## src/rtl/dma_arb_pkg.sv

```systemverilog
package dma_arb_pkg;
    localparam int ATTR_W   = 4;
    localparam int AT_BURST = 0;
    localparam int AT_ALT   = 1;
    localparam int AT_HIPRI = 2;
    localparam int AT_MASK  = 3;

    typedef enum logic [2:0] {
        OP_NOP      = 3'd0,
        OP_CH_ON    = 3'd1,
        OP_CH_OFF   = 3'd2,
        OP_ATTR_SET = 3'd3,
        OP_ATTR_CLR = 3'd4,
        OP_SRC_SET  = 3'd5,
        OP_SW_REQ   = 3'd6
    } reg_op_e;
endpackage

```

## src/rtl/dma_arb_reqgen.sv

```systemverilog
module dma_arb_reqgen #(
    parameter int NUM_CH = 8,
    parameter int SRC_W  = 3
) (
    input  logic [(1<<SRC_W)-1:1]    trig_single,
    input  logic [(1<<SRC_W)-1:1]    trig_burst,
    input  logic [NUM_CH*SRC_W-1:0]  src_flat,
    input  logic [NUM_CH-1:0]        burst_only,
    input  logic [NUM_CH-1:0]        hw_mask,
    output logic [NUM_CH-1:0]        hw_req
);
    for (genvar c = 0; c < NUM_CH; c++) begin : g_ch
        logic [SRC_W-1:0] sel;
        logic             line;
        assign sel  = src_flat[c*SRC_W +: SRC_W];
        always_comb begin
            line = 1'b0;
            if (sel != '0) begin
                line = burst_only[c] ? trig_burst[sel]
                                     : (trig_burst[sel] | trig_single[sel]);
            end
        end
        assign hw_req[c] = line & ~hw_mask[c];
    end
endmodule

```

## src/rtl/dma_arb_pick.sv

```systemverilog
module dma_arb_pick #(
    parameter int NUM_CH = 8,
    localparam int CH_W  = $clog2(NUM_CH)
) (
    input  logic [NUM_CH-1:0] pend,
    input  logic [NUM_CH-1:0] hipri,
    output logic              any,
    output logic [CH_W-1:0]   win
);
    logic [NUM_CH-1:0] hi_set;
    logic [NUM_CH-1:0] cand;

    always_comb begin
        hi_set = pend & hipri;
        cand   = (|hi_set) ? hi_set : pend;
        any    = |pend;
        win    = '0;
        for (int i = NUM_CH - 1; i >= 0; i--) begin
            if (cand[i]) win = CH_W'(i);
        end
    end
endmodule

```

## src/rtl/dma_req_arbiter.sv

```systemverilog
module dma_req_arbiter
    import dma_arb_pkg::*;
#(
    parameter int NUM_CH = 8,
    parameter int SRC_W  = 3,
    localparam int CH_W  = $clog2(NUM_CH),
    localparam int WD_W  = (SRC_W > ATTR_W) ? SRC_W : ATTR_W
) (
    input  logic                  clk,
    input  logic                  rst_n,
    input  logic                  mod_en,
    input  logic [(1<<SRC_W)-1:1] trig_single,
    input  logic [(1<<SRC_W)-1:1] trig_burst,
    input  logic                  wr_valid,
    input  logic [2:0]            wr_op,
    input  logic [CH_W-1:0]       wr_chan,
    input  logic [WD_W-1:0]       wr_data,
    input  logic [CH_W-1:0]       rd_chan,
    output logic                  rd_en,
    output logic [ATTR_W-1:0]     rd_attr,
    output logic [SRC_W-1:0]      rd_src,
    input  logic                  eng_blk_done,
    input  logic                  eng_xfer_done,
    output logic                  gnt_valid,
    output logic [CH_W-1:0]       gnt_chan,
    output logic                  gnt_alt,
    output logic                  gnt_burst
);
    typedef struct packed {
        logic [NUM_CH-1:0]             en;
        logic [NUM_CH-1:0][ATTR_W-1:0] attr;
        logic [NUM_CH-1:0][SRC_W-1:0]  src;
        logic [NUM_CH-1:0]             swp;
        logic                          gnt;
        logic [CH_W-1:0]               gch;
    } arb_state_t;

    arb_state_t s_d, s_q;

    logic [NUM_CH-1:0]       burst_v, mask_v, hipri_v, hw_req, pend;
    logic [NUM_CH*SRC_W-1:0] src_flat;
    logic                    any_pend;
    logic [CH_W-1:0]         winner;

    for (genvar c = 0; c < NUM_CH; c++) begin : g_attr
        assign burst_v[c] = s_q.attr[c][AT_BURST];
        assign mask_v[c]  = s_q.attr[c][AT_MASK];
        assign hipri_v[c] = s_q.attr[c][AT_HIPRI];
    end
    assign src_flat = s_q.src;

    dma_arb_reqgen #(.NUM_CH(NUM_CH), .SRC_W(SRC_W)) u_reqgen (
        .trig_single (trig_single),
        .trig_burst  (trig_burst),
        .src_flat    (src_flat),
        .burst_only  (burst_v),
        .hw_mask     (mask_v),
        .hw_req      (hw_req)
    );

    assign pend = s_q.en & (hw_req | s_q.swp);

    dma_arb_pick #(.NUM_CH(NUM_CH)) u_pick (
        .pend  (pend),
        .hipri (hipri_v),
        .any   (any_pend),
        .win   (winner)
    );

    always_comb begin
        s_d = s_q;
        // engine side first
        if (s_q.gnt && (eng_blk_done || eng_xfer_done)) begin
            s_d.gnt = 1'b0;
            if (eng_xfer_done) begin
                s_d.en[s_q.gch]  = 1'b0;
                s_d.swp[s_q.gch] = 1'b0;
            end
        end else if (!s_q.gnt && mod_en && any_pend) begin
            s_d.gnt         = 1'b1;
            s_d.gch         = winner;
            s_d.swp[winner] = 1'b0;
        end
        // register writes take precedence
        if (wr_valid) begin
            case (reg_op_e'(wr_op))
                OP_CH_ON:    s_d.en[wr_chan] = 1'b1;
                OP_CH_OFF: begin
                    s_d.en[wr_chan]  = 1'b0;
                    s_d.swp[wr_chan] = 1'b0;
                end
                OP_ATTR_SET: s_d.attr[wr_chan] = s_q.attr[wr_chan] | wr_data[ATTR_W-1:0];
                OP_ATTR_CLR: s_d.attr[wr_chan] = s_d.attr[wr_chan] & ~wr_data[ATTR_W-1:0];
                OP_SRC_SET:  s_d.src[wr_chan]  = wr_data[SRC_W-1:0];
                OP_SW_REQ:   if (s_q.en[wr_chan]) s_d.swp[wr_chan] = 1'b1;
                default: ;
            endcase
        end
    end

    always_ff @(posedge clk or negedge rst_n) begin
        if (!rst_n) s_q <= '0;
        else        s_q <= s_d;
    end

    assign rd_en     = s_q.en[rd_chan];
    assign rd_attr   = s_q.attr[rd_chan];
    assign rd_src    = s_q.src[rd_chan];
    assign gnt_valid = s_q.gnt;
    assign gnt_chan  = s_q.gch;
    assign gnt_alt   = s_q.attr[s_q.gch][AT_ALT];
    assign gnt_burst = s_q.attr[s_q.gch][AT_BURST];

    // a fresh grant goes only to a channel that was enabled and pending
    assert_grant_was_pending_R4: assert property (@(posedge clk) disable iff (!rst_n)
        $rose(s_q.gnt) |-> |($past(pend) & (NUM_CH'(1) << s_q.gch)));

    // no fresh grant while the module enable was low
    assert_no_grant_when_off_R5: assert property (@(posedge clk) disable iff (!rst_n)
        $rose(s_q.gnt) |-> $past(mod_en));

    // high-priority pending channel always beats a normal one
    assert_hipri_first_R6: assert property (@(posedge clk) disable iff (!rst_n)
        ($rose(s_q.gnt) && $past(|(pend & hipri_v)))
        |-> |($past(hipri_v) & (NUM_CH'(1) << s_q.gch)));

    // grant held steady until the engine releases it
    assert_grant_held_R7: assert property (@(posedge clk) disable iff (!rst_n)
        (s_q.gnt && !eng_blk_done && !eng_xfer_done) |=> (s_q.gnt && $stable(s_q.gch)));

    // release is followed by an idle cycle
    assert_idle_after_release_R7: assert property (@(posedge clk) disable iff (!rst_n)
        (s_q.gnt && (eng_blk_done || eng_xfer_done)) |=> !s_q.gnt);

    // transfer completion drops the enable unless re-enabled in that cycle
    assert_done_clears_enable_R8: assert property (@(posedge clk) disable iff (!rst_n)
        (s_q.gnt && eng_xfer_done &&
         !(wr_valid && wr_op == OP_CH_ON && wr_chan == s_q.gch))
        |=> !s_q.en[$past(s_q.gch)]);
endmodule

```

## config.mk

```make
export PLATFORM = sky130hd
export DESIGN_NAME = dma_req_arbiter
export DESIGN_NICKNAME = d
export VERILOG_FILES = /design/src/rtl/dma_arb_pkg.sv /design/src/rtl/dma_arb_reqgen.sv /design/src/rtl/dma_arb_pick.sv /design/src/rtl/dma_req_arbiter.sv
export SDC_FILE = /design/constraint.sdc
export NUM_CORES = 1
export LEC_CHECK = 0
export BUFFER_PORTS_ARGS = -buffer_cell sky130_fd_sc_hd__buf_4
export CORE_MARGIN = 2
export CORE_UTILIZATION = 40
export CTS_CLUSTER_SIZE = 16
export DETAILED_ROUTE_END_ITERATION = 10
export SETUP_SLACK_MARGIN = 0.02
export SYNTH_ARGS = -nofsm -noshare
export SYNTH_HDL_FRONTEND = slang
export SYNTH_SLANG_ARGS = --single-unit
```

## constraint.sdc

```tcl
create_clock -name clk -period 2.9 [get_ports clk]
set_input_delay 0.29 -clock clk [delete_from_list [all_inputs] [get_ports clk]]
set_output_delay 0.29 -clock clk [all_outputs]
set_load 0.01 [all_outputs]
```

==> results.sh, run 1 <==
export IMPL_powerDensity_nw_per_um2=766
export IMPL_synth_async_reset_ratio_pct=100
export IMPL_grt_busiest_layer="met2"
export IMPL_min_period_ns=3.26
export IMPL_syn_num_nets=560
export IMPL_max_freq_ghz=0.307
export IMPL_firstDrtPassIters=5
export IMPL_synth_area_leaders="dfrtp_1, mux2_2, mux4_2, nor2b_1, nand2_1"
export IMPL_routabilityCongestion=0.952
export IMPL_design_power_total_uw=5560
export IMPL_die_y_um=122
export IMPL_violations="negative setup slack"
export IMPL_setup_ws_ns=-0.356
export IMPL_ff2ff_setup_slack_ns=-0.36
export IMPL_n_fill_cell=1260
export IMPL_vias_per_cell=6.29
export IMPL_grt_max_degree=77
export IMPL_io_pins=47
export IMPL_required_ns=3.14
export IMPL_slowest_delay_ns=0.55
export IMPL_startpoint_type="flop"
export IMPL_rsz0062_at_grt="true"
export IMPL_status="complete, but fails checks"
export IMPL_die_area_um2=15000
export IMPL_grt_pass1_wl_um=30700
export IMPL_cp_max_fo=6
export IMPL_die_w_um=122
export IMPL_final_nets=674
export IMPL_crit_family="compound AO/OA/AOI/OAI gates"
export IMPL_antenna_cells=0
export IMPL_clock_path_buffers=2
export IMPL_core_area_um2=13800
export IMPL_final_cell_mix="buf_4, dfrtp_1, mux2_2"
export IMPL_synth_top_area_share_pct=34.0
export IMPL_final_common_cell="buf_4"
export IMPL_ys_seq_area_share_pct=34.0
export IMPL_cts_num_sinks=76
export IMPL_finalInstanceArea_um2=7260
export IMPL_drtAntennaViolNets=0
export IMPL_hold_buffers=0
export IMPL_worst_path_stages=9
export IMPL_placed_area_um2=6620
export IMPL_fp_row_count=43
export IMPL_grtUsageMet2_pct=44.3
export IMPL_path_clk_slew_ns=0.06
export IMPL_crit_buf_inv=0
export IMPL_grt_overflow_total=0
export IMPL_synth_ff_type="dfrtp_1"
export IMPL_p_leak_uw=0.00310
export IMPL_syn_to_final_growth_pct=29.6
export IMPL_critPathArrivalTime_ns=3.49
export IMPL_cts_htree_levels=3
export IMPL_wirelength_um=19600
export IMPL_fin_tns_setup_ns=-2.88
export IMPL_hold_violations=0
export IMPL_drive_gt1_share_pct=45.7
export IMPL_ys_types=73
export IMPL_hp_class="in -> async"
export IMPL_grt_util_met3_pct=5.07
export IMPL_fin_skew_ns=0.00902
export IMPL_cts_root_buffer_cell="clkbuf_16"
export IMPL_cts_made_buffers=9
export IMPL_ys_seq_elements=76
export IMPL_setup_violations=10
export IMPL_drt_iter0_drc=506
export IMPL_reg2reg_depth=9
export IMPL_finalCritPeriodShare_pct=112
export IMPL_grt_use_total_pct=27.4
export IMPL_routedWlPerCell_um=23.8
export IMPL_r2r_end="s_q[11]"
export IMPL_syn_instance_count=527
export IMPL_worst_setup_path_end_kind="flop"
export IMPL_grt_pass1_vias=5390
export IMPL_place_port_buffers=46
export IMPL_path_class="reg -> reg"
export IMPL_drc=0
export IMPL_crit_slowest_cell="mux4_2"
export IMPL_final_max_slew_viol_count=0
export IMPL_max_cap_violations=0
export IMPL_dp_hpwl_um=14500
export IMPL_maxSlewHeadroom_pct=33.8
export IMPL_avgSynthCellArea_um2=10.6
export IMPL_grt_use_met1_pct=36.1
export IMPL_via_count=5195
export IMPL_synth_warnings=0
export IMPL_synth_edf_count=0
export IMPL_worst_pin_slew_ns=0.993
export IMPL_syn_area_um2=5600
export IMPL_antenna_found_initial=0
export IMPL_cts_tree="built"
export IMPL_start_util_pct=40.7
export IMPL_finish_utilization_pct=52.7
export IMPL_peakVddDrop_uv=282
export IMPL_path_cells="mux4_2, a211oi_2, a311oi_2, a32oi_1, o211ai_2, or3b_1, a211o_1, or4_1, o21ba_1"
export IMPL_worstSkewPairLatency_ns=0.35
export IMPL_yosys_area_top_type="dfrtp_1"
synthesized netlist by cell type (all sizes together), types with 7 or more instances:
master	count
nand2	36
or2	11
o21ai	20
mux2	63
nor2	23
clkbuf	19
a21oi	14
o221ai	7
a22oi	9
a22o	11
buf	8
o211ai	12
and2	10
dfrtp	76
nand3	9
mux4	33
inv	27
nand2b	10
a211oi	9
nor2b	32
mux2i	11
per-layer routing:
metal | wire [um] | part of all wire, %
met1 | 8370 | 43
met2 | 9230 | 47
met3 | 1340 | 6.8
met4 | 682 | 3.5
met5 | 0 | 0
logic make-up (layout without fill, tap and decap cells):
| family | Yosys count | in the layout | synth area share (%) |
|---|---|---|---|
| simple gates | 153 | 153 | 14.5 |
| flops | 76 | 76 | 34.0 |
| buf+inv | 54 | 173 | 4.18 |
| mux | 107 | 107 | 28.2 |
| compound gates | 137 | 137 | 19.2 |
worst max-delay path by stage:
stage                              start      end  slack [ns]
after floorplan                     flop   s_q[9]       -0.12
after global placement    trig_single[7]   s_q[9]       -0.35
after detailed placement            flop   s_q[9]       -0.42
after CTS                           flop   s_q[9]       -0.40
after global routing                flop  s_q[11]       -0.47
final                               flop  s_q[11]       -0.36
power breakdown:
part / internal (uW) / total (uW) / switching [uW]
sequential: 1330 / 1770 / 441
combinational: 1440 / 2690 / 1250
clock: 645 / 1100 / 457
metrics by stage:
stage	std cells	worst slack (ns)	hold slack [ns]
after CTS	817	-0.396	0.138
after detailed placement	796	-0.418	0.496
after global placement	796	-0.351	0.479
after floorplan	527	-0.122	-0.00559
after global routing	826	-0.469	0.150
final	826	-0.356	0.0940
worst reg2reg max path, delay by kind of cell (launching register included):
family / cells / cell delay (ns)
AO/OA/AOI/OAI: 6 / 1.35
multiplexers: 1 / 0.55
flip-flops: 1 / 0.44
AND/OR/NAND/NOR: 2 / 0.82
cell type report:
type                       instances  area, um2  area share [%]
sequential                        76       1910            26.3
tap                              180        225            3.10
inverter                          27        101            1.40
timing repair buffer             130       1030            14.2
multi-input combinational        397       3710            51.1
clock inverter                     4       22.5           0.310
clock buffer                      12        267            3.67
timing repair:
item | CTS | global route
endpoints found under the setup margin | 11 | 11
gates resized for setup | 30 | 17
setup buffers | 5 | 9
endpoints found under the hold margin | 0 | 0
pin swaps | 16 | 20
Note: power is estimated with default switching activity, not from simulation.
==> run 2: changes to the inputs <==
ABC_AREA = 1   (was not set)
==> results.sh, run 2 <==
export IMPL_status="finished clean"
export IMPL_worst_pin_slew_ns=1.03
export IMPL_cts_tree="built"
export IMPL_grt_max_degree=77
export IMPL_antenna_found_initial=0
export IMPL_final_nets=964
export IMPL_drive_gt1_share_pct=15.2
export IMPL_ys_types=38
export IMPL_p_leak_uw=0.00308
export IMPL_via_count=6161
export IMPL_routedWlPerCell_um=18.4
export IMPL_ys_seq_area_share_pct=33.4
export IMPL_antenna_cells=0
export IMPL_p_int_uw=2840
export IMPL_syn_to_final_growth_pct=14.7
export IMPL_powerDensity_nw_per_um2=780
export IMPL_cts_root_buffer_cell="clkbuf_16"
export IMPL_drt_iter0_drc=722
export IMPL_hp_class="in -> async"
export IMPL_fin_tns_setup_ns=0
export IMPL_avgSynthCellArea_um2=6.43
export IMPL_synth_most_common_cell="nand2_1"
export IMPL_synth_ff_type="dfrtp_1"
export IMPL_max_freq_ghz=0.378
export IMPL_worstSkewPairLatency_ns=0.35
export IMPL_design_power_total_uw=5100
export IMPL_final_cell_mix="nand2_1, o21ai_0, nor2_1"
export IMPL_cts_num_sinks=76
export IMPL_power_frac_clock_pct=24.9
export IMPL_dp_hpwl_um=15300
export IMPL_cts_made_buffers=9
export IMPL_top_layer="met4"
export IMPL_final_max_slew_viol_count=0
export IMPL_die_area_um2=15200
export IMPL_path_clk_slew_ns=0.07
export IMPL_vias_per_cell=5.52
export IMPL_seq_area_um2=1910
export IMPL_synth_async_reset_ratio_pct=100
export IMPL_startpoint_type="flop"
export IMPL_yosys_area_top_type="dfrtp_1"
export IMPL_fp_row_count=43
export IMPL_drtAntennaViolNets=0
export IMPL_io_pins=47
export IMPL_required_ns=3.14
export IMPL_setup_ws_ns=0.254
export IMPL_syn_num_nets=919
export IMPL_swShare_pct=44.3
export IMPL_finalCritPeriodShare_pct=91.2
export IMPL_hold_buffers=0
export IMPL_drc=0
export IMPL_grt_pass1_wl_um=32400
export IMPL_pwr_share_seq_pct=33.5
export IMPL_max_cap_violations=0
export IMPL_maxSlewHeadroom_pct=31.4
export IMPL_clock_path_buffers=2
export IMPL_synth_common_cells="nand2_1, o21ai_0, nor2_1"
export IMPL_synth_edf_count=0
export IMPL_syn_instance_count=886
export IMPL_place_port_buffers=46
export IMPL_syn_area_um2=5700
export IMPL_wirelength_um=20600
export IMPL_grt_overflow_total=0
export IMPL_die_w_um=123
export IMPL_p_comb_share_pct=41.6
export IMPL_die_y_um=123
export IMPL_final_common_cell="nand2_1"
export IMPL_met1Wirelength_um=9240
export IMPL_grt_use_total_pct=28.7
export IMPL_critPathArrivalTime_ns=2.88
export IMPL_start_util_pct=41.1
export IMPL_path_class="reg -> reg"
export IMPL_synth_warnings=0
export IMPL_grt_pass1_vias=5843
export IMPL_routed_wl_met2_um=8680
export IMPL_firstDrtPassIters=5
export IMPL_hold_violations=0
export IMPL_n_fill_cell=1477
export IMPL_worst_setup_path_end_kind="flop"
export IMPL_cts_htree_levels=3
export IMPL_routabilityCongestion=0.997
export IMPL_power_net_switching_uw=2260
export IMPL_ys_seq_elements=76
export IMPL_rsz0062_at_grt="false"
export IMPL_multiInputGateArea_um2=3250
export IMPL_synth_top_area_share_pct=33.4
export IMPL_core_area_um2=13900
export IMPL_cp_max_fo=10
export IMPL_setup_violations=0
export IMPL_min_period_ns=2.65
export IMPL_peakVddDrop_uv=420
export IMPL_fin_skew_ns=0.00928
export IMPL_synth_area_leaders="dfrtp_1, nand2_1, o21ai_0, nor2_1, inv_1"
export IMPL_wl_met3_um=2000
export IMPL_place_ws_ns=0.266
## run 2: layer usage
metal,vias up,GRT usage [%]
met4,0,11.2
met1,2795,40.9
met5,-,0
met2,296,41.8
met3,51,6.83
li1,3019,-
## run 2: cell families (layout without fill, tap and decap cells)
kind of cell | after synthesis | count (layout) | share of synthesized area, %
compound gates | 218 | 218 | 21.6
buf+inv | 130 | 180 | 9.72
flops | 76 | 76 | 33.4
mux | 1 | 1 | 0.176
simple gates | 461 | 461 | 35.2
## run 2: cell type report
class                      count  area share, %
clock inverter                 7           1.53
multi-input combinational    680           49.7
tap                          180           3.45
clock buffer                   9           3.45
timing repair buffer          58           6.66
sequential                    76           29.2
inverter                     106           6.09
## run 2: metrics by stage
stage / util [%] / instances / hold WS, ns / cell area (um2)
after floorplan: - / 886 / -0.00559 / 5700
after global placement: 44.7 / 1100 / 0.473 / 6200
after detailed placement: 44.7 / 1100 / 0.476 / 6200
after CTS: 47.0 / 1116 / 0.163 / 6530
after global routing: 47.1 / 1116 / 0.217 / 6540
final: 47.1 / 1116 / 0.115 / 6540
## run 2: final timing paths
kind / from / to / slack, ns / depth (start not counted)
max reg2reg: flop / s_q[5] / 0.25 / 21
max: flop / s_q[5] / 0.25 / 21
min reg2reg: flop / flop / 0.50 / 2
min in group clk: wr_valid / s_q[5] / 0.21 / 3
max in group asynchronous: rst_n / asynchronous set/reset pin / 2.07 / 1
min: rst_n / asynchronous set/reset pin / 0.12 / 1
## run 2: what timing repair did
item	CTS	global route
resized for setup	0	4
setup endpoints to repair	0	3
setup buffers	0	0
## run 2: worst max-delay path: stages (launching register included)
cell and delay [ns]:
dfrtp_1 0.53, inv_2 0.08, nand2_1 0.07, nand2_1 0.04
a21oi_1 0.11, nand2_1 0.07, nand2_1 0.06, nand2_1 0.05
nand2_1 0.13, nand2_2 0.09, nand3_4 0.09, nand2_4 0.07
nor2_8 0.14, nand2_4 0.08, o21ai_2 0.20, nor2_1 0.10
nand3_2 0.12, nand2_2 0.06, nor2_2 0.14, nand4_1 0.13
nand3b_1 0.12, nand2_1 0.05
## run 2: power by group through the flow
stage                     Clock, uW  Sequential, uW  Combinational [uW]
final                          1270            1710                2120
after global routing           1340            1740                2390
after CTS                      1280            1690                2100
after detailed placement          0            1700                2090
after global placement            0            1700                2080
after floorplan                   0            1550                1560
==> run 3: changes to the inputs <==
CORE_ASPECT_RATIO = 0.7   (was not set)
==> results.sh, run 3 (synthesis gave the netlist of run 2 again) <==
export IMPL_status="finished clean"
export IMPL_dp_hpwl_um=15700
export IMPL_final_common_cell="nand2_1"
export IMPL_powerDensity_nw_per_um2=765
export IMPL_setup_violations=0
export IMPL_core_area_um2=13900
export IMPL_via_count=6295
export IMPL_grt_pass1_wl_um=32600
export IMPL_design_power_total_uw=5010
export IMPL_crit_top_cell="nand2_1"
export IMPL_io_pins=47
export IMPL_final_nets=965
export IMPL_grt_overflow_total=0
export IMPL_fin_hold_ws_ns=0.226
export IMPL_die_y_um=104
export IMPL_final_max_slew_viol_count=0
export IMPL_hold_start="wr_valid"
export IMPL_drc=0
export IMPL_max_cap_violations=0
export IMPL_startpoint_type="flop"
export IMPL_worst_pin_slew_ns=0.779
export IMPL_die_area_um2=15200
export IMPL_drt_iter0_drc=734
export IMPL_clock_path_buffers=2
export IMPL_routabilityCongestion=0.966
export IMPL_start_util_pct=41.0
export IMPL_rsz0062_at_grt="false"
export IMPL_fp_row_count=36
export IMPL_path_clk_slew_ns=0.07
export IMPL_cts_num_sinks=76
export IMPL_finish_utilization_pct=47.0
export IMPL_max_freq_ghz=0.370
export IMPL_n_fill_cell=1464
export IMPL_critPathArrivalTime_ns=2.94
export IMPL_grt_pass1_vias=5587
export IMPL_wirelength_um=20700
export IMPL_maxSlewHeadroom_pct=47.9
export IMPL_finalInstanceArea_um2=6550
export IMPL_min_period_ns=2.70
export IMPL_grt_max_degree=77
export IMPL_hp_class="in -> reg"
export IMPL_place_port_buffers=46
export IMPL_antenna_cells=0
export IMPL_cts_htree_levels=3
export IMPL_slowest_delay_ns=0.50
export IMPL_drive_gt1_share_pct=15.0
export IMPL_cts_root_buffer_cell="clkbuf_16"
export IMPL_worst_setup_path_end_kind="flop"
export IMPL_cts_tree="built"
export IMPL_crit_slowest_cell="dfrtp_1"
export IMPL_hold_violations=0
export IMPL_placed_area_um2=6230
export IMPL_path_class="reg -> reg"
export IMPL_fin_tns_setup_ns=0
export IMPL_final_cell_mix="nand2_1, o21ai_0, nor2_1"
export IMPL_p_leak_uw=0.00306
export IMPL_vias_per_cell=5.59
export IMPL_die_w_um=147
export IMPL_cts_setup_buffers=0
export IMPL_cts_made_buffers=9
export IMPL_syn_to_final_growth_pct=14.8
export IMPL_required_ns=3.14
export IMPL_fin_skew_ns=0.00911
export IMPL_firstDrtPassIters=6
export IMPL_routedWlPerCell_um=18.3
export IMPL_finalCritPeriodShare_pct=93.2
export IMPL_worstSkewPairLatency_ns=0.35
export IMPL_grt_use_total_pct=27.8
export IMPL_antenna_found_initial=0
export IMPL_drtAntennaViolNets=0
export IMPL_cp_max_fo=7
export IMPL_peakVddDrop_uv=298
export IMPL_path_cells="o21ai_1, o21ai_0, nand2_1, nand2_1, nand2_1, nand2_1, nand3_1, nand2_2, nor2_8, nand2_4, o21ai_2, nor2_1, nor3b_1, nand3_1, nand2_1, a21oi_2"
-- run 3: what timing repair did --
item,CTS,global route
hold buffers,1,0
gates resized for setup,0,7
hold endpoints to repair,51,0
endpoints found under the setup margin,0,8
-- run 3: final timing paths --
kind	to	slack, ns	cells after the start
worst max-delay path	s_q[6]	0.20	16
worst max register to register	s_q[6]	0.20	16
min in group asynchronous	asynchronous set/reset pin	0.48	3
worst min-delay path	s_q[5]	0.23	3
worst min register to register	flop	0.49	2
max in group asynchronous	asynchronous set/reset pin	2.01	3
-- run 3: power breakdown --
| part | internal, uW | switching, uW |
|---|---|---|
| clock network | 671 | 494 |
| logic | 754 | 1390 |
| registers | 1340 | 363 |
-- run 3: critical path: cells and delay by family, from the launching register on --
kind	cells	cell delay [ns]
DFF	1	0.50
AOI/OAI and AO/OA	4	0.49
and+or+nand+nor	12	1.59
-- run 3: per-stage QoR --
step                      cells  setup WS, ns
after CTS                  1127         0.168
after global routing       1127        0.0215
after detailed placement   1110         0.195
final                      1127         0.196
after floorplan             886         0.753
after global placement     1110        0.0552
-- run 3: layout make-up --
class                           instances  area [um2]  area share, %
Inverter                              106         398           6.08
Multi-Input combinational cell        680        3250           49.6
Clock buffer                           11         233           3.56
Clock inverter                          5        62.6          0.956
Tap cell                              190         238           3.63
Timing Repair Buffer                   59         458           7.00
Sequential cell                        76        1910           29.1
-- run 3: per-layer routing --
metal | share of wire [%] | global-route usage, % | vias up
met4 | 1.7 | 7.14 | 0
met5 | 0 | 0 | -
met2 | 38 | 35.3 | 307
li1 | - | - | 3017
met1 | 49 | 44.9 | 2943
met3 | 11 | 7.72 | 28
